<file path="src/rtl/puf_seq_pkg.sv">
package puf_seq_pkg;

   typedef enum logic [1:0] {
      TERN_ZERO = 2'b00,
      TERN_RAND = 2'b10,
      TERN_ONE  = 2'b11
   } tern_code_e;

   function automatic tern_code_e tern_encode(input logic changed, input logic level);
      if (changed)
         return TERN_RAND;
      return level ? TERN_ONE : TERN_ZERO;
   endfunction

endpackage

</file>
<file path="src/rtl/puf_seq_exciter.sv">
module puf_seq_exciter #(
   parameter int EXC_DIV = 20
) (
   input  logic clk,
   input  logic rst_n,
   input  logic run,
   output logic exc,
   output logic stb
);
   localparam int HALF = EXC_DIV / 2;
   localparam int CW   = $clog2(EXC_DIV);

   logic [CW-1:0] phase_q;

   always_ff @(posedge clk or negedge rst_n) begin
      if (!rst_n)
         phase_q <= '0;
      else if (!run || phase_q == CW'(EXC_DIV - 1))
         phase_q <= '0;
      else
         phase_q <= phase_q + 1'b1;
   end

   assign exc = run && (phase_q < CW'(HALF));
   assign stb = run && (phase_q == CW'(HALF - 1));

endmodule

</file>
<file path="src/rtl/puf_seq_pick.sv">
module puf_seq_pick #(
   parameter int N_CELLS = 8,
   parameter int IW      = 3
) (
   input  logic               clk,
   input  logic               rst_n,
   input  logic [N_CELLS-1:0] cells,
   input  logic [IW-1:0]      sel,
   input  logic               stb_in,
   output logic               bit_q,
   output logic               vld_q
);
   always_ff @(posedge clk or negedge rst_n) begin
      if (!rst_n) begin
         bit_q <= 1'b0;
         vld_q <= 1'b0;
      end else begin
         bit_q <= cells[sel];
         vld_q <= stb_in;
      end
   end

endmodule

</file>
<file path="src/rtl/puf_seq_classifier.sv">
module puf_seq_classifier
   import puf_seq_pkg::*;
#(
   parameter int WIN_LEN = 16
) (
   input  logic       clk,
   input  logic       rst_n,
   input  logic       clr,
   input  logic       vld,
   input  logic       smp,
   output logic       win_done,
   output tern_code_e code
);
   localparam int CW = $clog2(WIN_LEN);

   logic [CW-1:0] n_q;
   logic          level_q;
   logic          moved_q;
   logic          fin_q;

   always_ff @(posedge clk or negedge rst_n) begin
      if (!rst_n) begin
         n_q     <= '0;
         level_q <= 1'b0;
         moved_q <= 1'b0;
         fin_q   <= 1'b0;
      end else if (clr || fin_q) begin
         n_q     <= '0;
         moved_q <= 1'b0;
         fin_q   <= 1'b0;
      end else if (vld) begin
         if (n_q == '0)
            level_q <= smp;
         else if (smp != level_q)
            moved_q <= 1'b1;
         n_q   <= (n_q == CW'(WIN_LEN - 1)) ? '0 : n_q + 1'b1;
         fin_q <= (n_q == CW'(WIN_LEN - 1));
      end
   end

   assign win_done = fin_q;
   assign code     = tern_encode(moved_q, level_q);

endmodule

</file>
<file path="src/rtl/puf_resp_seq.sv">
module puf_resp_seq
   import puf_seq_pkg::*;
#(
   parameter int N_CELLS = 8,
   parameter int EXC_DIV = 20,
   parameter int WIN_LEN = 16
) (
   input  logic                 clk,
   input  logic                 rst_n,
   input  logic                 start,
   input  logic [N_CELLS-1:0]   cell_out,
   output logic                 cell_en,
   output logic                 cell_exc,
   output logic                 sample_stb,
   output logic [2*N_CELLS-1:0] response,
   output logic                 busy,
   output logic                 done
);
   localparam int IW = (N_CELLS > 1) ? $clog2(N_CELLS) : 1;

   if (N_CELLS < 1) begin : g_bad_cells
      $error("N_CELLS must be at least 1");
   end
   if (EXC_DIV < 4 || (EXC_DIV % 2) != 0) begin : g_bad_div
      $error("EXC_DIV must be even and at least 4");
   end
   if (WIN_LEN < 2) begin : g_bad_win
      $error("WIN_LEN must be at least 2");
   end

   logic          busy_q, done_q;
   logic [IW-1:0] idx_q;
   logic          take;
   logic          stb_w, exc_w;
   logic          smp_bit, smp_vld;
   logic          cls_done;
   tern_code_e    cls_code;

   assign take = start && !busy_q;

   puf_seq_exciter #(.EXC_DIV(EXC_DIV)) u_exc (
      .clk   (clk),
      .rst_n (rst_n),
      .run   (busy_q),
      .exc   (exc_w),
      .stb   (stb_w)
   );

   puf_seq_pick #(.N_CELLS(N_CELLS), .IW(IW)) u_pick (
      .clk    (clk),
      .rst_n  (rst_n),
      .cells  (cell_out),
      .sel    (idx_q),
      .stb_in (stb_w),
      .bit_q  (smp_bit),
      .vld_q  (smp_vld)
   );

   puf_seq_classifier #(.WIN_LEN(WIN_LEN)) u_cls (
      .clk      (clk),
      .rst_n    (rst_n),
      .clr      (take),
      .vld      (smp_vld),
      .smp      (smp_bit),
      .win_done (cls_done),
      .code     (cls_code)
   );

   always_ff @(posedge clk or negedge rst_n) begin
      if (!rst_n) begin
         busy_q <= 1'b0;
         done_q <= 1'b0;
         idx_q  <= '0;
      end else begin
         done_q <= 1'b0;
         if (take) begin
            busy_q <= 1'b1;
            idx_q  <= '0;
         end else if (busy_q && cls_done) begin
            if (idx_q == IW'(N_CELLS - 1)) begin
               busy_q <= 1'b0;
               done_q <= 1'b1;
            end else begin
               idx_q <= idx_q + 1'b1;
            end
         end
      end
   end

   for (genvar gi = 0; gi < N_CELLS; gi++) begin : g_pair
      logic [1:0] pair_q;
      always_ff @(posedge clk or negedge rst_n) begin
         if (!rst_n)
            pair_q <= 2'b00;
         else if (take)
            pair_q <= 2'b00;
         else if (busy_q && cls_done && idx_q == IW'(gi))
            pair_q <= cls_code;
      end
      assign response[2*gi +: 2] = pair_q;
   end

   assign busy       = busy_q;
   assign done       = done_q;
   assign cell_en    = busy_q;
   assign cell_exc   = exc_w;
   assign sample_stb = stb_w;

endmodule

</file>
<file path="config.mk">
export PLATFORM = sky130hd
export DESIGN_NAME = puf_resp_seq
export DESIGN_NICKNAME = d
export VERILOG_FILES = /design/src/rtl/puf_seq_pkg.sv /design/src/rtl/puf_seq_exciter.sv /design/src/rtl/puf_seq_pick.sv /design/src/rtl/puf_seq_classifier.sv /design/src/rtl/puf_resp_seq.sv
export SDC_FILE = /design/constraint.sdc
export NUM_CORES = 1
export LEC_CHECK = 0
export ABC_AREA = 0
export ABC_CLOCK_PERIOD_IN_PS = 5110
export BUFFER_PORTS_ARGS = -buffer_cell sky130_fd_sc_hd__buf_2
export CAP_MARGIN = 5
export CORE_MARGIN = 4
export CORE_UTILIZATION = 35
export CTS_CLUSTER_DIAMETER = 200
export DETAILED_ROUTE_END_ITERATION = 10
export GPL_TIMING_DRIVEN = 0
export HOLD_SLACK_MARGIN = 0.03
export PLACE_DENSITY = 0.62
export RECOVER_POWER = 50
export SETUP_SLACK_MARGIN = 0.1
export SLEW_MARGIN = 10
export SYNTH_ARGS = -nofsm -noshare
export SYNTH_HDL_FRONTEND = slang
export SYNTH_SLANG_ARGS = --single-unit
</file>
<file path="constraint.sdc">
create_clock -name clk -period 5.11 [get_ports clk]
set_clock_uncertainty 0.05 [all_clocks]
set_input_delay 1.2775 -clock clk [delete_from_list [all_inputs] [get_ports clk]]
set_output_delay 1.2775 -clock clk [all_outputs]
set_load 0.03 [all_outputs]
</file>
==> results of run 1 <==
-- cells by family (layout without fill, tap and decap cells) --
family	Yosys count	in the layout	synth area share (%)
AND/OR/NAND/NOR	63	63	18.5
flip-flops	35	35	51.4
AO/OA/AOI/OAI	24	24	7.70
buffers and inverters	17	56	3.96
multiplexers	12	12	8.58
adder cells (fa/ha/maj)	10	10	7.34
XOR/XNOR	5	5	2.57
-- power breakdown --
group / switching (mW) / internal, mW
Combinational: 0.114 / 0.0831
Clock: 0.102 / 0.195
Sequential: 0.0567 / 0.326
Total: 0.273 / 0.604
-- cell usage after synthesis (all sizes together) --
cell type	number	area, um2
buf	2	11.3
nand4	4	25.0
clkbuf	4	15.0
clkinv	1	3.75
a31oi	3	18.8
nand2b	2	12.5
and3b	1	8.76
and3	1	6.26
xor2	3	26.3
o41ai	1	8.76
nor2	9	33.8
nor2b	2	12.5
inv	10	37.5
xnor2	2	17.5
nand2	20	75.1
and2	2	12.5
nor3b	1	7.51
or4b	1	10.0
ha	10	125
a21oi	3	15.0
mux4	2	45.0
a22o	1	8.76
dfrtp	35	876
o21ai	16	80.1
nor3	2	10.0
nand3	14	70.1
nand3b	2	15.0
mux2	1	11.3
mux2i	9	90.1
or4	1	7.51
or3b	1	8.76
-- metal layers --
layer  global-route usage [%]  up-vias  share of wire (%)
met5                        0        -                  0
met4                     5.34        0                1.9
met3                     3.25        8                6.0
met2                     18.6       33                 43
met1                     15.4      589                 49
li1                         -      650                  -
-- cell type report --
class | instances | share of cell area (%)
inverters | 11 | 1.99
plain buffers | 6 | 1.26
repair buffers | 31 | 7.40
well taps | 67 | 4.03
flip-flops and latches | 35 | 42.1
clock inverters | 3 | 3.25
clock buffers | 5 | 3.31
multi-input cells | 114 | 36.6
-- how the worst max path moves through the flow --
| stage | endpoint | start | cells past startpoint |
|---|---|---|---|
| 5_1_grt | sample_stb | busy | 4 |
| 6_report | sample_stb | busy | 4 |
| 4_1_cts | sample_stb | busy | 4 |
| 3_3_place_gp | sample_stb | busy | 4 |
| 2_1_floorplan | sample_stb | busy | 3 |
| 3_5_place_dp | sample_stb | busy | 4 |
-- metrics by stage --
stage | cell area [um2] | power (mW) | hold WS (ps)
after CTS | 2080 | 0.890 | 456
after global placement | 1940 | 0.584 | 429
final | 2080 | 0.877 | 448
after floorplan | 1710 | 0.529 | 411
after global routing | 2080 | 0.935 | 480
after detailed placement | 1940 | 0.588 | 438
-- worst register-to-register path: cells and delay by family (launching register included) --
kind,cells,cell delay (ps)
DFF,1,420
adders and majority gates,1,140
muxes,1,330
and+or+nand+nor,2,830
buffers and inverters,1,110
-- flip-flops by register name (all words and copies together) (netlist names) --
register	flops
u_exc.phase_q	5
g_pair.pair_q	16
u_pick.vld_q	1
idx_q	3
u_cls.win_done	1
busy	1
u_cls.n_q	4
u_cls.moved_q	1
done	1
u_pick.bit_q	1
u_cls.level_q	1
==> impl_results.html, run 1 <==
<table>
<tr><th>Metric</th><th>Value</th></tr>
<tr><th colspan="2">Status</th></tr>
<tr><td>Violated checks</td><td>max-capacitance violations, max-slew violations</td></tr>
<tr><td>Status</td><td>finished with violations</td></tr>
<tr><th colspan="2">Place</th></tr>
<tr><td>Placed cell count</td><td>264</td></tr>
<tr><td>Hpwl dp</td><td>2400 um</td></tr>
<tr><td>RD Place Congestion</td><td>0.819</td></tr>
<tr><td>IO Port Bufs</td><td>31</td></tr>
<tr><td>Pre-CTS WS</td><td>2310 ps</td></tr>
<tr><th colspan="2">Route</th></tr>
<tr><td>WL final</td><td>3270 um</td></tr>
<tr><td>Average wire per cell in the routed design</td><td>12.0 um</td></tr>
<tr><td>Detailed router's first-iteration violation count</td><td>51</td></tr>
<tr><td>Avg Vias per Cell</td><td>4.71</td></tr>
<tr><td>Detailed-router iteration count before antenna repair</td><td>4</td></tr>
<tr><td>Vias post-DR</td><td>1280</td></tr>
<tr><td># DRC</td><td>0</td></tr>
<tr><td>Post-route ant nets</td><td>0</td></tr>
<tr><th colspan="2">Clock tree</th></tr>
<tr><td>CTS Buf Count</td><td>5</td></tr>
<tr><td>Latest clock arrival within the worst-skew pair</td><td>290 ps</td></tr>
<tr><td>Cells resized by post-CTS repair</td><td>0</td></tr>
<tr><td>CTS tree</td><td>done</td></tr>
<tr><td>Longest Clk Path Bufs</td><td>2</td></tr>
<tr><td>Clock sink total</td><td>35</td></tr>
<tr><td>Postcts setup bufs</td><td>0</td></tr>
<tr><td>H-tree lvl count</td><td>2</td></tr>
<tr><td>Clk Tree Root Cell</td><td>sky130_fd_sc_hd__clkbuf_8</td></tr>
<tr><td>Hold-fix buffer count after cts</td><td>0</td></tr>
<tr><td>Clock Pin Slew Worst Setup and Hold Paths</td><td>70 ps</td></tr>
<tr><th colspan="2">Die</th></tr>
<tr><td>Horiz. Die Dim</td><td>77.8 um</td></tr>
<tr><td>Std-Cell Rows</td><td>25</td></tr>
<tr><td>Total die area</td><td>6050 um2</td></tr>
<tr><td>Initial standard-cell utilization of the core</td><td>36.1%</td></tr>
<tr><td>Core area</td><td>4720 um2</td></tr>
<tr><td>I/O pins</td><td>32</td></tr>
<tr><td>Vertical die dimension</td><td>77.8 um</td></tr>
<tr><th colspan="2">Synthesis</th></tr>
<tr><td>Share of synthesized area occupied by flip-flops and latches</td><td>51.4%</td></tr>
<tr><td>Total nets after synthesis</td><td>187</td></tr>
<tr><td>Synth Register Bits</td><td>35</td></tr>
<tr><td>Post-synth design cell area</td><td>1710 um2</td></tr>
<tr><td>Mean instance size in the synthesized netlist</td><td>10.3 um2</td></tr>
<tr><td>Number of instances in the synthesized netlist</td><td>166</td></tr>
<tr><td>Count of yosys warnings during synthesis</td><td>0</td></tr>
<tr><td>Number of distinct library cell variants in the gate-level netlist after synthesis</td><td>34</td></tr>
<tr><th colspan="2">Power and ir drop</th></tr>
<tr><td>Leakage</td><td>1.03 nW</td></tr>
<tr><td>Maximum vdd drop</td><td>187 uV</td></tr>
<tr><td>P per Cell Area</td><td>422 nW/um2</td></tr>
<tr><th colspan="2">Setup path</th></tr>
<tr><td>Signal arrival time at the worst endpoint</td><td>1780 ps</td></tr>
<tr><td>Crit path max-delay family</td><td>buffers and inverters</td></tr>
<tr><td>Worst Path Required</td><td>3780 ps</td></tr>
<tr><td>Launch point of the worst reg-to-reg path</td><td>u_cls.n_q[0]</td></tr>
<tr><td>Reg-to-reg critical path endpoint</td><td>u_cls.level_q</td></tr>
<tr><td>Kind of start point of the critical path</td><td>flop</td></tr>
<tr><td>CP Buf/Inv Count</td><td>3</td></tr>
<tr><td>Crit path cell chain</td><td>clkbuf_1 -&gt; inv_1 -&gt; nor3_1 -&gt; buf_2</td></tr>
<tr><td>Type of destination of the critical path</td><td>primary output</td></tr>
<tr><td>Worst reg2reg setup slack</td><td>3130 ps</td></tr>
<tr><td>Critical path fanouts, max</td><td>10</td></tr>
<tr><td>Cell depth of the worst flop-to-flop path</td><td>5</td></tr>
<tr><td>Kind of critical path</td><td>reg -&gt; out</td></tr>
<tr><td>CP max stage delay</td><td>440 ps</td></tr>
<tr><td>CP max stage cell</td><td>sky130_fd_sc_hd__dfrtp_1</td></tr>
<tr><th colspan="2">Timing</th></tr>
<tr><td>RSZ-0062 raised after global routing</td><td>false</td></tr>
<tr><td>Final setup viols</td><td>0</td></tr>
<tr><td>Headroom to the max-slew limit</td><td>-18.2%</td></tr>
<tr><td>F_max</td><td>321 MHz</td></tr>
<tr><td>Final worst path period share</td><td>60.9%</td></tr>
<tr><td>Setup TNS after final layout</td><td>0 ps</td></tr>
<tr><td>Worst slew pin tran</td><td>1770 ps</td></tr>
<tr><td>Number of pins exceeding their max-slew limit in the final report</td><td>36</td></tr>
<tr><td>Final WS setup</td><td>2000 ps</td></tr>
<tr><td>Final hold vios</td><td>0</td></tr>
<tr><td>Clock period minus worst slack</td><td>3110 ps</td></tr>
<tr><th colspan="2">GRT</th></tr>
<tr><td>Vias in the first global route</td><td>1279</td></tr>
<tr><td>Largest net degree at the start of global routing</td><td>36</td></tr>
<tr><td>Total routing usage reported by global routing</td><td>11.9%</td></tr>
<tr><td>Overflow after GRT</td><td>0</td></tr>
<tr><td>Initial antenna violation count</td><td>0</td></tr>
<tr><td>Wire length of the first global-routing pass</td><td>5770 um</td></tr>
<tr><th colspan="2">Finish</th></tr>
<tr><td>Leading cell type in the layout, fill and taps excluded</td><td>sky130_fd_sc_hd__dfrtp_1</td></tr>
<tr><td>Share of layout cells above drive strength 1</td><td>20.0%</td></tr>
<tr><td>Cell Count, Final, Fillers Out</td><td>272</td></tr>
<tr><td>Synthesis-to-finish area growth</td><td>21.9%</td></tr>
<tr><td>Sequential standard cell area</td><td>876 um2</td></tr>
<tr><td>Number of inserted filler cells in the final layout</td><td>460</td></tr>
<tr><td>Multi-input gate area in the final layout</td><td>762 um2</td></tr>
<tr><td>Antenna Diode Count</td><td>0</td></tr>
<tr><td>Final #Nets</td><td>225</td></tr>
<tr><td>Final core occ</td><td>44.0%</td></tr>
<tr><td>Commonest cells after routing, fill and taps aside</td><td>sky130_fd_sc_hd__dfrtp_1 (35), sky130_fd_sc_hd__buf_2 (30), sky130_fd_sc_hd__nand2_1 (20)</td></tr>
<tr><th colspan="2">Job</th></tr>
<tr><td>Max-cap violations</td><td>1</td></tr>
<tr><th colspan="2">Worst hold path</th></tr>
<tr><td>Endpoint of the worst hold-timing path</td><td>g_pair[6].pair_q[0]</td></tr>
<tr><td>Origin of the worst min-delay path</td><td>g_pair[6].pair_q[0]</td></tr>
<tr><td>Type of the worst min-delay path</td><td>reg -&gt; reg</td></tr>
<tr><td>WHS Path Cells</td><td>2</td></tr>
</table>
Note: power is estimated with default switching activity, not from simulation.
==> run 2, diff against run 1 <==
ABC_AREA = 1   (was 0)
ABC_CLOCK_PERIOD_IN_PS = 2550   (was 5110)
PLACE_DENSITY = 0.63   (was 0.62)
clock period = 2.55 ns   (was 5.11 ns; I/O delays follow)
==> impl_results.html, run 2 <==
<table>
<tr><th>Metric</th><th>Value</th></tr>
<tr><th colspan="2">Setup path</th></tr>
<tr><td>Critical path fanouts, max</td><td>6 (was 10)</td></tr>
<tr><td>Launch point of the worst reg-to-reg path</td><td>idx_q[0] (was u_cls.n_q[0])</td></tr>
<tr><td>Kind of critical path</td><td>reg -&gt; out (unchanged)</td></tr>
<tr><td>Type of destination of the critical path</td><td>primary output (unchanged)</td></tr>
<tr><td>Worst Path Required</td><td>1860 ps (was 3780 ps)</td></tr>
<tr><td>Kind of start point of the critical path</td><td>flop (unchanged)</td></tr>
<tr><td>Reg-to-reg critical path endpoint</td><td>idx_q[1] (was u_cls.level_q)</td></tr>
<tr><td>Signal arrival time at the worst endpoint</td><td>1400 ps (was 1780 ps)</td></tr>
<tr><td>Worst reg2reg setup slack</td><td>1000 ps (was 3130 ps)</td></tr>
<tr><td>Cell depth of the worst flop-to-flop path</td><td>6 (was 5)</td></tr>
<tr><th colspan="2">Synthesis</th></tr>
<tr><td>Most repeated cell in the gate-level netlist after synthesis</td><td>sky130_fd_sc_hd__nand2_1 (was sky130_fd_sc_hd__dfrtp_1)</td></tr>
<tr><td>Count of flip-flops with a built-in enable after synthesis</td><td>0 (unchanged)</td></tr>
<tr><td>Fraction of registers with async set/reset</td><td>100% (unchanged)</td></tr>
<tr><td>Total nets after synthesis</td><td>236 (was 187)</td></tr>
<tr><td>Number of distinct library cell variants in the gate-level netlist after synthesis</td><td>20 (was 34)</td></tr>
<tr><td>Largest cells by area after synthesis</td><td>sky130_fd_sc_hd__dfrtp_1 (50%), sky130_fd_sc_hd__nand2_1 (14%), sky130_fd_sc_hd__nand3_1 (9.1%) (was sky130_fd_sc_hd__dfrtp_1 (51%), sky130_fd_sc_hd__ha_1 (7.3%), sky130_fd_sc_hd__mux2i_1 (5.3%))</td></tr>
<tr><td>Dominant register cell in the synthesized netlist</td><td>sky130_fd_sc_hd__dfrtp_1 (unchanged)</td></tr>
<tr><td>Share of synthesized area occupied by flip-flops and latches</td><td>49.9% (was 51.4%)</td></tr>
<tr><td>Commonest cells post-synth</td><td>sky130_fd_sc_hd__nand2_1 (65), sky130_fd_sc_hd__dfrtp_1 (35), sky130_fd_sc_hd__nand3_1 (32) (was sky130_fd_sc_hd__dfrtp_1 (35), sky130_fd_sc_hd__nand2_1 (20), sky130_fd_sc_hd__nand3_1 (14))</td></tr>
<tr><td>Synth Register Bits</td><td>35 (unchanged)</td></tr>
<tr><td>Portion of synthesized cell area occupied by the leading cell type</td><td>49.9% (was 51.4%)</td></tr>
<tr><td>Number of instances in the synthesized netlist</td><td>215 (was 166)</td></tr>
<tr><td>Count of yosys warnings during synthesis</td><td>0 (unchanged)</td></tr>
<tr><td>Yosys top cell by area</td><td>sky130_fd_sc_hd__dfrtp_1 (unchanged)</td></tr>
<tr><td>Mean instance size in the synthesized netlist</td><td>8.16 um2 (was 10.3 um2)</td></tr>
<tr><td>Post-synth design cell area</td><td>1750 um2 (was 1710 um2)</td></tr>
<tr><th colspan="2">Die</th></tr>
<tr><td>Std-Cell Rows</td><td>25 (unchanged)</td></tr>
<tr><td>Core area</td><td>4790 um2 (was 4720 um2)</td></tr>
<tr><td>Vertical die dimension</td><td>78.8 um (was 77.8 um)</td></tr>
<tr><td>Total die area</td><td>6210 um2 (was 6050 um2)</td></tr>
<tr><td>Initial standard-cell utilization of the core</td><td>36.7% (was 36.1%)</td></tr>
<tr><td>Horiz. Die Dim</td><td>78.8 um (was 77.8 um)</td></tr>
<tr><td>I/O pins</td><td>32 (unchanged)</td></tr>
<tr><th colspan="2">Clock tree</th></tr>
<tr><td>Hold-fix buffer count after cts</td><td>0 (unchanged)</td></tr>
<tr><td>Clk Tree Root Cell</td><td>sky130_fd_sc_hd__clkbuf_8 (unchanged)</td></tr>
<tr><td>H-tree lvl count</td><td>2 (unchanged)</td></tr>
<tr><td>Latest clock arrival within the worst-skew pair</td><td>280 ps (was 290 ps)</td></tr>
<tr><td>Postcts setup bufs</td><td>0 (unchanged)</td></tr>
<tr><td>CTS tree</td><td>done (unchanged)</td></tr>
<tr><td>Longest Clk Path Bufs</td><td>2 (unchanged)</td></tr>
<tr><td>Clock sink total</td><td>35 (unchanged)</td></tr>
<tr><td>Clock Pin Slew Worst Setup and Hold Paths</td><td>60 ps (was 70 ps)</td></tr>
<tr><td>CTS Buf Count</td><td>5 (unchanged)</td></tr>
<tr><td>Cells resized by post-CTS repair</td><td>0 (unchanged)</td></tr>
<tr><th colspan="2">Route</th></tr>
<tr><td># DRC</td><td>0 (unchanged)</td></tr>
<tr><td>WL final</td><td>3530 um (was 3270 um)</td></tr>
<tr><td>Avg Vias per Cell</td><td>4.43 (was 4.71)</td></tr>
<tr><td>Detailed router's first-iteration violation count</td><td>71 (was 51)</td></tr>
<tr><td>Average wire per cell in the routed design</td><td>11.1 um (was 12.0 um)</td></tr>
<tr><td>Vias post-DR</td><td>1412 (was 1280)</td></tr>
<tr><td>Post-route ant nets</td><td>0 (unchanged)</td></tr>
<tr><td>Detailed-router iteration count before antenna repair</td><td>4 (unchanged)</td></tr>
<tr><th colspan="2">Finish</th></tr>
<tr><td>Commonest cells after routing, fill and taps aside</td><td>sky130_fd_sc_hd__nand2_1 (66), sky130_fd_sc_hd__dfrtp_1 (35), sky130_fd_sc_hd__nand3_1 (33) (was sky130_fd_sc_hd__dfrtp_1 (35), sky130_fd_sc_hd__buf_2 (30), sky130_fd_sc_hd__nand2_1 (20))</td></tr>
<tr><td>Largest register FFs</td><td>16 (unchanged)</td></tr>
<tr><td>Antenna Diode Count</td><td>0 (unchanged)</td></tr>
<tr><td>Registers with the highest flip-flop counts</td><td>g_pair.pair_q x16, u_exc.phase_q x5, u_cls.n_q x4 (unchanged)</td></tr>
<tr><td>Final core occ</td><td>42.9% (was 44.0%)</td></tr>
<tr><td>Leading cell type in the layout, fill and taps excluded</td><td>sky130_fd_sc_hd__nand2_1 (was sky130_fd_sc_hd__dfrtp_1)</td></tr>
<tr><td>Share of layout cells above drive strength 1</td><td>17.1% (was 20.0%)</td></tr>
<tr><td>Synthesis-to-finish area growth</td><td>17.0% (was 21.9%)</td></tr>
<tr><td>Largest reg by FF count</td><td>g_pair.pair_q (unchanged)</td></tr>
<tr><td>Final #Nets</td><td>274 (was 225)</td></tr>
<tr><td>Number of inserted filler cells in the final layout</td><td>469 (was 460)</td></tr>
<tr><th colspan="2">Timing</th></tr>
<tr><td>Final setup viols</td><td>0 (unchanged)</td></tr>
<tr><td>F_max</td><td>478 MHz</td></tr>
<tr><td>Number of pins exceeding their max-slew limit in the final report</td><td>0 (was 36)</td></tr>
<tr><td>Clock period minus worst slack</td><td>2090 ps</td></tr>
<tr><td>Final worst path period share</td><td>82.0%</td></tr>
<tr><td>RSZ-0062 raised after global routing</td><td>false (unchanged)</td></tr>
<tr><td>Setup TNS after final layout</td><td>0 ps (unchanged)</td></tr>
<tr><td>Hold_ws</td><td>378 ps (was 448 ps)</td></tr>
<tr><td>Headroom to the max-slew limit</td><td>47.5% (was -18.2%)</td></tr>
<tr><td>Worst slew pin tran</td><td>788 ps (was 1770 ps)</td></tr>
<tr><td>Final hold vios</td><td>0 (unchanged)</td></tr>
<tr><th colspan="2">GRT</th></tr>
<tr><td>Overflow after GRT</td><td>0 (unchanged)</td></tr>
<tr><td>Largest net degree at the start of global routing</td><td>36 (unchanged)</td></tr>
<tr><td>Total routing usage reported by global routing</td><td>13.8% (was 11.9%)</td></tr>
<tr><td>Vias in the first global route</td><td>1468 (was 1279)</td></tr>
<tr><td>Met3 track utilization from global routing</td><td>3.74% (was 3.25%)</td></tr>
<tr><td>Global-route track usage on met1</td><td>17.0% (was 15.4%)</td></tr>
<tr><td>Peak-usage layer in the global routing report</td><td>met2 (unchanged)</td></tr>
<tr><td>GR met2 Demand/Resource</td><td>21.6% (was 18.6%)</td></tr>
<tr><td>Wire length of the first global-routing pass</td><td>6700 um (was 5770 um)</td></tr>
<tr><td>Initial antenna violation count</td><td>0 (unchanged)</td></tr>
<tr><th colspan="2">Place</th></tr>
<tr><td>IO Port Bufs</td><td>31 (unchanged)</td></tr>
<tr><td>Hpwl dp</td><td>2530 um (was 2400 um)</td></tr>
<tr><td>RD Place Congestion</td><td>0.773 (was 0.819)</td></tr>
<tr><th colspan="2">Power and ir drop</th></tr>
<tr><td>P per Cell Area</td><td>716 nW/um2 (was 422 nW/um2)</td></tr>
<tr><td>Tot Pwr</td><td>1.47 mW (was 877 uW)</td></tr>
<tr><td>Leakage</td><td>1.19 nW (was 1.03 nW)</td></tr>
<tr><td>Maximum vdd drop</td><td>428 uV (was 187 uV)</td></tr>
<tr><th colspan="2">Job</th></tr>
<tr><td>Max-cap violations</td><td>0 (was 1)</td></tr>
<tr><th colspan="2">Status</th></tr>
<tr><td>Status</td><td>complete, no violations (was finished with violations)</td></tr>
<tr><th colspan="2">Worst hold path</th></tr>
<tr><td>Type of the worst min-delay path</td><td>in -&gt; async (was reg -&gt; reg)</td></tr>
</table>
run 2: cells by family after synthesis:
family	Yosys count	synth area share [%]
flops	35	49.9
xor+xnor	3	1.50
simple gates	116	28.5
compound gates	18	5.42
buf+inv	33	7.56
fa+ha+maj	10	7.13
run 2: power breakdown:
part           switching [mW]  total [mW]  internal, mW
Clock                   0.180       0.361         0.182
Combinational           0.240       0.380         0.140
Sequential             0.0872       0.728         0.641
Total                   0.507        1.47         0.963
run 2: how the worst max path moves through the flow:
stage,startpoint,endpoint,slack (ps)
finish,busy,sample_stb,460
global route,busy,sample_stb,350
CTS,busy,sample_stb,420
detailed placement,busy,sample_stb,740
global placement,busy,sample_stb,720
floorplan,busy,sample_stb,490
run 2: layout make-up:
type                       count  area, um2  share of cell area [%]
clock buffer                   6       72.6                    3.53
buffer                         3       20.0                   0.975
timing repair buffer          31        155                    7.56
inverter                      30        113                    5.48
multi-input combinational    147        733                    35.7
tap                           67       83.8                    4.08
sequential                    35        876                    42.7
run 2: metal layers:
metal / vias up / routed length, um
met4: 0 / 89
li1: 753 / -
met2: 24 / 1610
met1: 629 / 1680
met5: - / 0
met3: 6 / 152
run 2: worst max-delay path: stages (launching register included):
cell and delay, ps:
sky130_fd_sc_hd__dfrtp_1 430, sky130_fd_sc_hd__inv_1 70, sky130_fd_sc_hd__or2_2 280, sky130_fd_sc_hd__nor2_1 120, sky130_fd_sc_hd__buf_2 210
run 2: through the flow:
| stage | cells | area (um2) | worst slack, ps |
|---|---|---|---|
| 6_report | 319 | 2050 | 460 |
| 3_5_place_dp | 313 | 1990 | 741 |
| 3_3_place_gp | 313 | 1990 | 722 |
| 2_1_floorplan | 215 | 1750 | 495 |
| 4_1_cts | 319 | 2070 | 415 |
| 5_1_grt | 319 | 2050 | 352 |
==> run 3, diff against run 2 <==
ABC_CLOCK_PERIOD_IN_PS = 1950   (was 2550)
PLACE_DENSITY = 0.61   (was 0.63)
clock period = 1.95 ns   (was 2.55 ns; I/O delays follow)
==> impl_results.html, run 3 (synthesized netlist as in run 2, its figures left out) <==
<table>
<tr><th>Metric</th><th>Value</th></tr>
<tr><th colspan="2">Finish</th></tr>
<tr><td>Cell Count, Final, Fillers Out</td><td>324 (was 319)</td></tr>
<tr><td>Post-route cell area</td><td>2130 um2 (was 2050 um2)</td></tr>
<tr><td>Final #Nets</td><td>277 (was 274)</td></tr>
<tr><td>Share of layout cells above drive strength 1</td><td>20.6% (was 17.1%)</td></tr>
<tr><td>Leading cell type in the layout, fill and taps excluded</td><td>sky130_fd_sc_hd__nand2_1 (unchanged)</td></tr>
<tr><td>Largest register FFs</td><td>16 (unchanged)</td></tr>
<tr><td>Synthesis-to-finish area growth</td><td>21.3% (was 17.0%)</td></tr>
<tr><td>Final core occ</td><td>44.4% (was 42.9%)</td></tr>
<tr><td>Largest reg by FF count</td><td>g_pair.pair_q (unchanged)</td></tr>
<tr><td>Commonest cells after routing, fill and taps aside</td><td>sky130_fd_sc_hd__nand2_1 (65), sky130_fd_sc_hd__dfrtp_1 (34), sky130_fd_sc_hd__nand3_1 (31) (was sky130_fd_sc_hd__nand2_1 (66), sky130_fd_sc_hd__dfrtp_1 (35), sky130_fd_sc_hd__nand3_1 (33))</td></tr>
<tr><td>Antenna Diode Count</td><td>0 (unchanged)</td></tr>
<tr><td>Registers with the highest flip-flop counts</td><td>g_pair.pair_q x16, u_exc.phase_q x5, u_cls.n_q x4 (unchanged)</td></tr>
<tr><th colspan="2">Route</th></tr>
<tr><td>Detailed-router iteration count before antenna repair</td><td>6 (was 4)</td></tr>
<tr><td>Avg Vias per Cell</td><td>4.51 (was 4.43)</td></tr>
<tr><td>Detailed router's first-iteration violation count</td><td>86 (was 71)</td></tr>
<tr><td>Average wire per cell in the routed design</td><td>11.7 um (was 11.1 um)</td></tr>
<tr><td>Post-route ant nets</td><td>0 (unchanged)</td></tr>
<tr><td>Met1 routed wirelength after detailed routing</td><td>1780 um (was 1680 um)</td></tr>
<tr><td>Detailed route wirelength on metal2</td><td>1810 um (was 1610 um)</td></tr>
<tr><td>Max Used Layer</td><td>met4 (unchanged)</td></tr>
<tr><td>Vias post-DR</td><td>1460 (was 1412)</td></tr>
<tr><td># DRC</td><td>0 (unchanged)</td></tr>
<tr><td>WL final</td><td>3800 um (was 3530 um)</td></tr>
<tr><td>Detailed-routed wire length on met3</td><td>141 um (was 152 um)</td></tr>
<tr><th colspan="2">Setup path</th></tr>
<tr><td>Launch point of the worst reg-to-reg path</td><td>idx_q[0] (unchanged)</td></tr>
<tr><td>Worst Path Required</td><td>1410 ps (was 1860 ps)</td></tr>
<tr><td>Kind of start point of the critical path</td><td>flop (unchanged)</td></tr>
<tr><td>Kind of critical path</td><td>reg -&gt; out (unchanged)</td></tr>
<tr><td>Critical path fanouts, max</td><td>2 (was 6)</td></tr>
<tr><td>Signal arrival time at the worst endpoint</td><td>1250 ps (was 1400 ps)</td></tr>
<tr><td>Critical path origin</td><td>u_exc.phase_q[1] (was busy)</td></tr>
<tr><td>Type of destination of the critical path</td><td>primary output (unchanged)</td></tr>
<tr><th colspan="2">Timing</th></tr>
<tr><td>Number of pins exceeding their max-slew limit in the final report</td><td>0 (unchanged)</td></tr>
<tr><td>F_max</td><td>559 MHz</td></tr>
<tr><td>Setup TNS after final layout</td><td>0 ps (unchanged)</td></tr>
<tr><td>Final worst path period share</td><td>91.8%</td></tr>
<tr><td>Final hold vios</td><td>0 (unchanged)</td></tr>
<tr><td>RSZ-0062 raised after global routing</td><td>false (unchanged)</td></tr>
<tr><td>Clock period minus worst slack</td><td>1790 ps</td></tr>
<tr><td>Headroom to the max-slew limit</td><td>41.1% (was 47.5%)</td></tr>
<tr><td>Final setup viols</td><td>0 (unchanged)</td></tr>
<tr><td>Worst slew pin tran</td><td>883 ps (was 788 ps)</td></tr>
<tr><th colspan="2">Worst hold path</th></tr>
<tr><td>Type of the worst min-delay path</td><td>in -&gt; async (unchanged)</td></tr>
<tr><th colspan="2">Place</th></tr>
<tr><td>IO Port Bufs</td><td>31 (unchanged)</td></tr>
<tr><td>Placed cell count</td><td>313 (unchanged)</td></tr>
<tr><td>Hpwl dp</td><td>2630 um (was 2530 um)</td></tr>
<tr><td>Cell area after placement</td><td>1990 um2 (unchanged)</td></tr>
<tr><td>RD Place Congestion</td><td>0.775 (was 0.773)</td></tr>
<tr><th colspan="2">Clock tree</th></tr>
<tr><td>Latest clock arrival within the worst-skew pair</td><td>290 ps (was 280 ps)</td></tr>
<tr><td>Hold-fix buffer count after cts</td><td>0 (unchanged)</td></tr>
<tr><td>CTS Buf Count</td><td>5 (unchanged)</td></tr>
<tr><td>Clk Tree Root Cell</td><td>sky130_fd_sc_hd__clkbuf_8 (unchanged)</td></tr>
<tr><td>Clock sink total</td><td>35 (unchanged)</td></tr>
<tr><td>CTS tree</td><td>done (unchanged)</td></tr>
<tr><td>Longest Clk Path Bufs</td><td>2 (unchanged)</td></tr>
<tr><td>H-tree lvl count</td><td>2 (unchanged)</td></tr>
<tr><td>Clock Pin Slew Worst Setup and Hold Paths</td><td>70 ps (was 60 ps)</td></tr>
<tr><th colspan="2">Die</th></tr>
<tr><td>I/O pins</td><td>32 (unchanged)</td></tr>
<tr><td>Std-Cell Rows</td><td>25 (unchanged)</td></tr>
<tr><td>Horiz. Die Dim</td><td>78.8 um (unchanged)</td></tr>
<tr><td>Vertical die dimension</td><td>78.8 um (unchanged)</td></tr>
<tr><td>Core area</td><td>4790 um2 (unchanged)</td></tr>
<tr><td>Initial standard-cell utilization of the core</td><td>36.7% (unchanged)</td></tr>
<tr><td>Total die area</td><td>6210 um2 (unchanged)</td></tr>
<tr><th colspan="2">Power and ir drop</th></tr>
<tr><td>Share of total power in combinational logic</td><td>28.9% (was 25.9%)</td></tr>
<tr><td>Clock share of power</td><td>24.8% (was 24.6%)</td></tr>
<tr><td>Internal power</td><td>1.33 mW (was 963 uW)</td></tr>
<tr><td>Net switching power</td><td>731 uW (was 507 uW)</td></tr>
<tr><td>Leakage</td><td>1.22 nW (was 1.19 nW)</td></tr>
<tr><td>Portion of total power attributed to sequential cells</td><td>46.3% (was 49.5%)</td></tr>
<tr><td>Tot Pwr</td><td>2.06 mW (was 1.47 mW)</td></tr>
<tr><td>Share of total power consumed by net switching</td><td>35.5% (was 34.5%)</td></tr>
<tr><td>Maximum vdd drop</td><td>559 uV (was 428 uV)</td></tr>
<tr><td>P per Cell Area</td><td>970 nW/um2 (was 716 nW/um2)</td></tr>
<tr><th colspan="2">GRT</th></tr>
<tr><td>Total routing usage reported by global routing</td><td>13.8% (about the same)</td></tr>
<tr><td>Largest net degree at the start of global routing</td><td>36 (unchanged)</td></tr>
<tr><td>Initial antenna violation count</td><td>0 (unchanged)</td></tr>
<tr><td>Overflow after GRT</td><td>0 (unchanged)</td></tr>
<tr><td>Wire length of the first global-routing pass</td><td>6760 um (was 6700 um)</td></tr>
<tr><td>Vias in the first global route</td><td>1476 (was 1468)</td></tr>
<tr><th colspan="2">Status</th></tr>
<tr><td>Status</td><td>complete, no violations (unchanged)</td></tr>
<tr><th colspan="2">Job</th></tr>
<tr><td>Max-cap violations</td><td>0 (unchanged)</td></tr>
</table>
[run 3: power groups by stage]
stage	clock (mW)	combinational, mW	sequential [mW]
3_3_place_gp	0	0.500	0.964
4_1_cts	0.528	0.524	0.957
2_1_floorplan	0	0.383	0.939
3_5_place_dp	0	0.510	0.970
6_report	0.511	0.597	0.955
5_1_grt	0.562	0.689	0.972
[run 3: cell type report]
cell class / instances / area, um2
fillers: 485 / 2660
multi-input cells: 147 / 763
plain buffers: 3 / 20.0
flip-flops and latches: 35 / 877
repair buffers: 34 / 189
inverters: 30 / 113
clock inverters: 1 / 5.00
well taps: 67 / 83.8
clock buffers: 7 / 76.3
[run 3: metrics by stage]
stage	setup WS (ps)	hold slack, ps
floorplan	44.8	142
global placement	281	407
detailed placement	297	410
CTS	84.0	261
global route	77.1	337
finish	160	259
[run 3: final timing paths]
path / depth (start not counted) / endpoint / slack (ps)
hold / removal: 1 / u_exc.phase_q[2] / 260
max in group asynchronous: 1 / busy / 980
setup / recovery: 5 / sample_stb / 160
setup reg to reg: 6 / idx_q[1] / 430
min in group clk: 3 / busy / 410
hold reg to reg: 2 / g_pair[3].pair_q[1] / 430
[run 3: routing by layer]
layer,GRT usage (%),vias to the layer above
li1,-,761
met1,17.4,671
met2,22.4,24
met3,3.40,4
met4,6.29,0
met5,0,-
[run 3: critical path, stage by stage (launching register included)]
cell and delay, ps:
sky130_fd_sc_hd__dfrtp_1 380, sky130_fd_sc_hd__inv_1 80, sky130_fd_sc_hd__ha_1 150, sky130_fd_sc_hd__nand3_2 100, sky130_fd_sc_hd__nor2_4 110, sky130_fd_sc_hd__buf_6 140
[run 3: what timing repair did]
action / in CTS / in global routing
setup buffers: 1 / 2
pin swaps: 0 / 1
endpoints found under the setup margin: 2 / 2
gates cloned: 0 / 0
resized for setup: 3 / 7
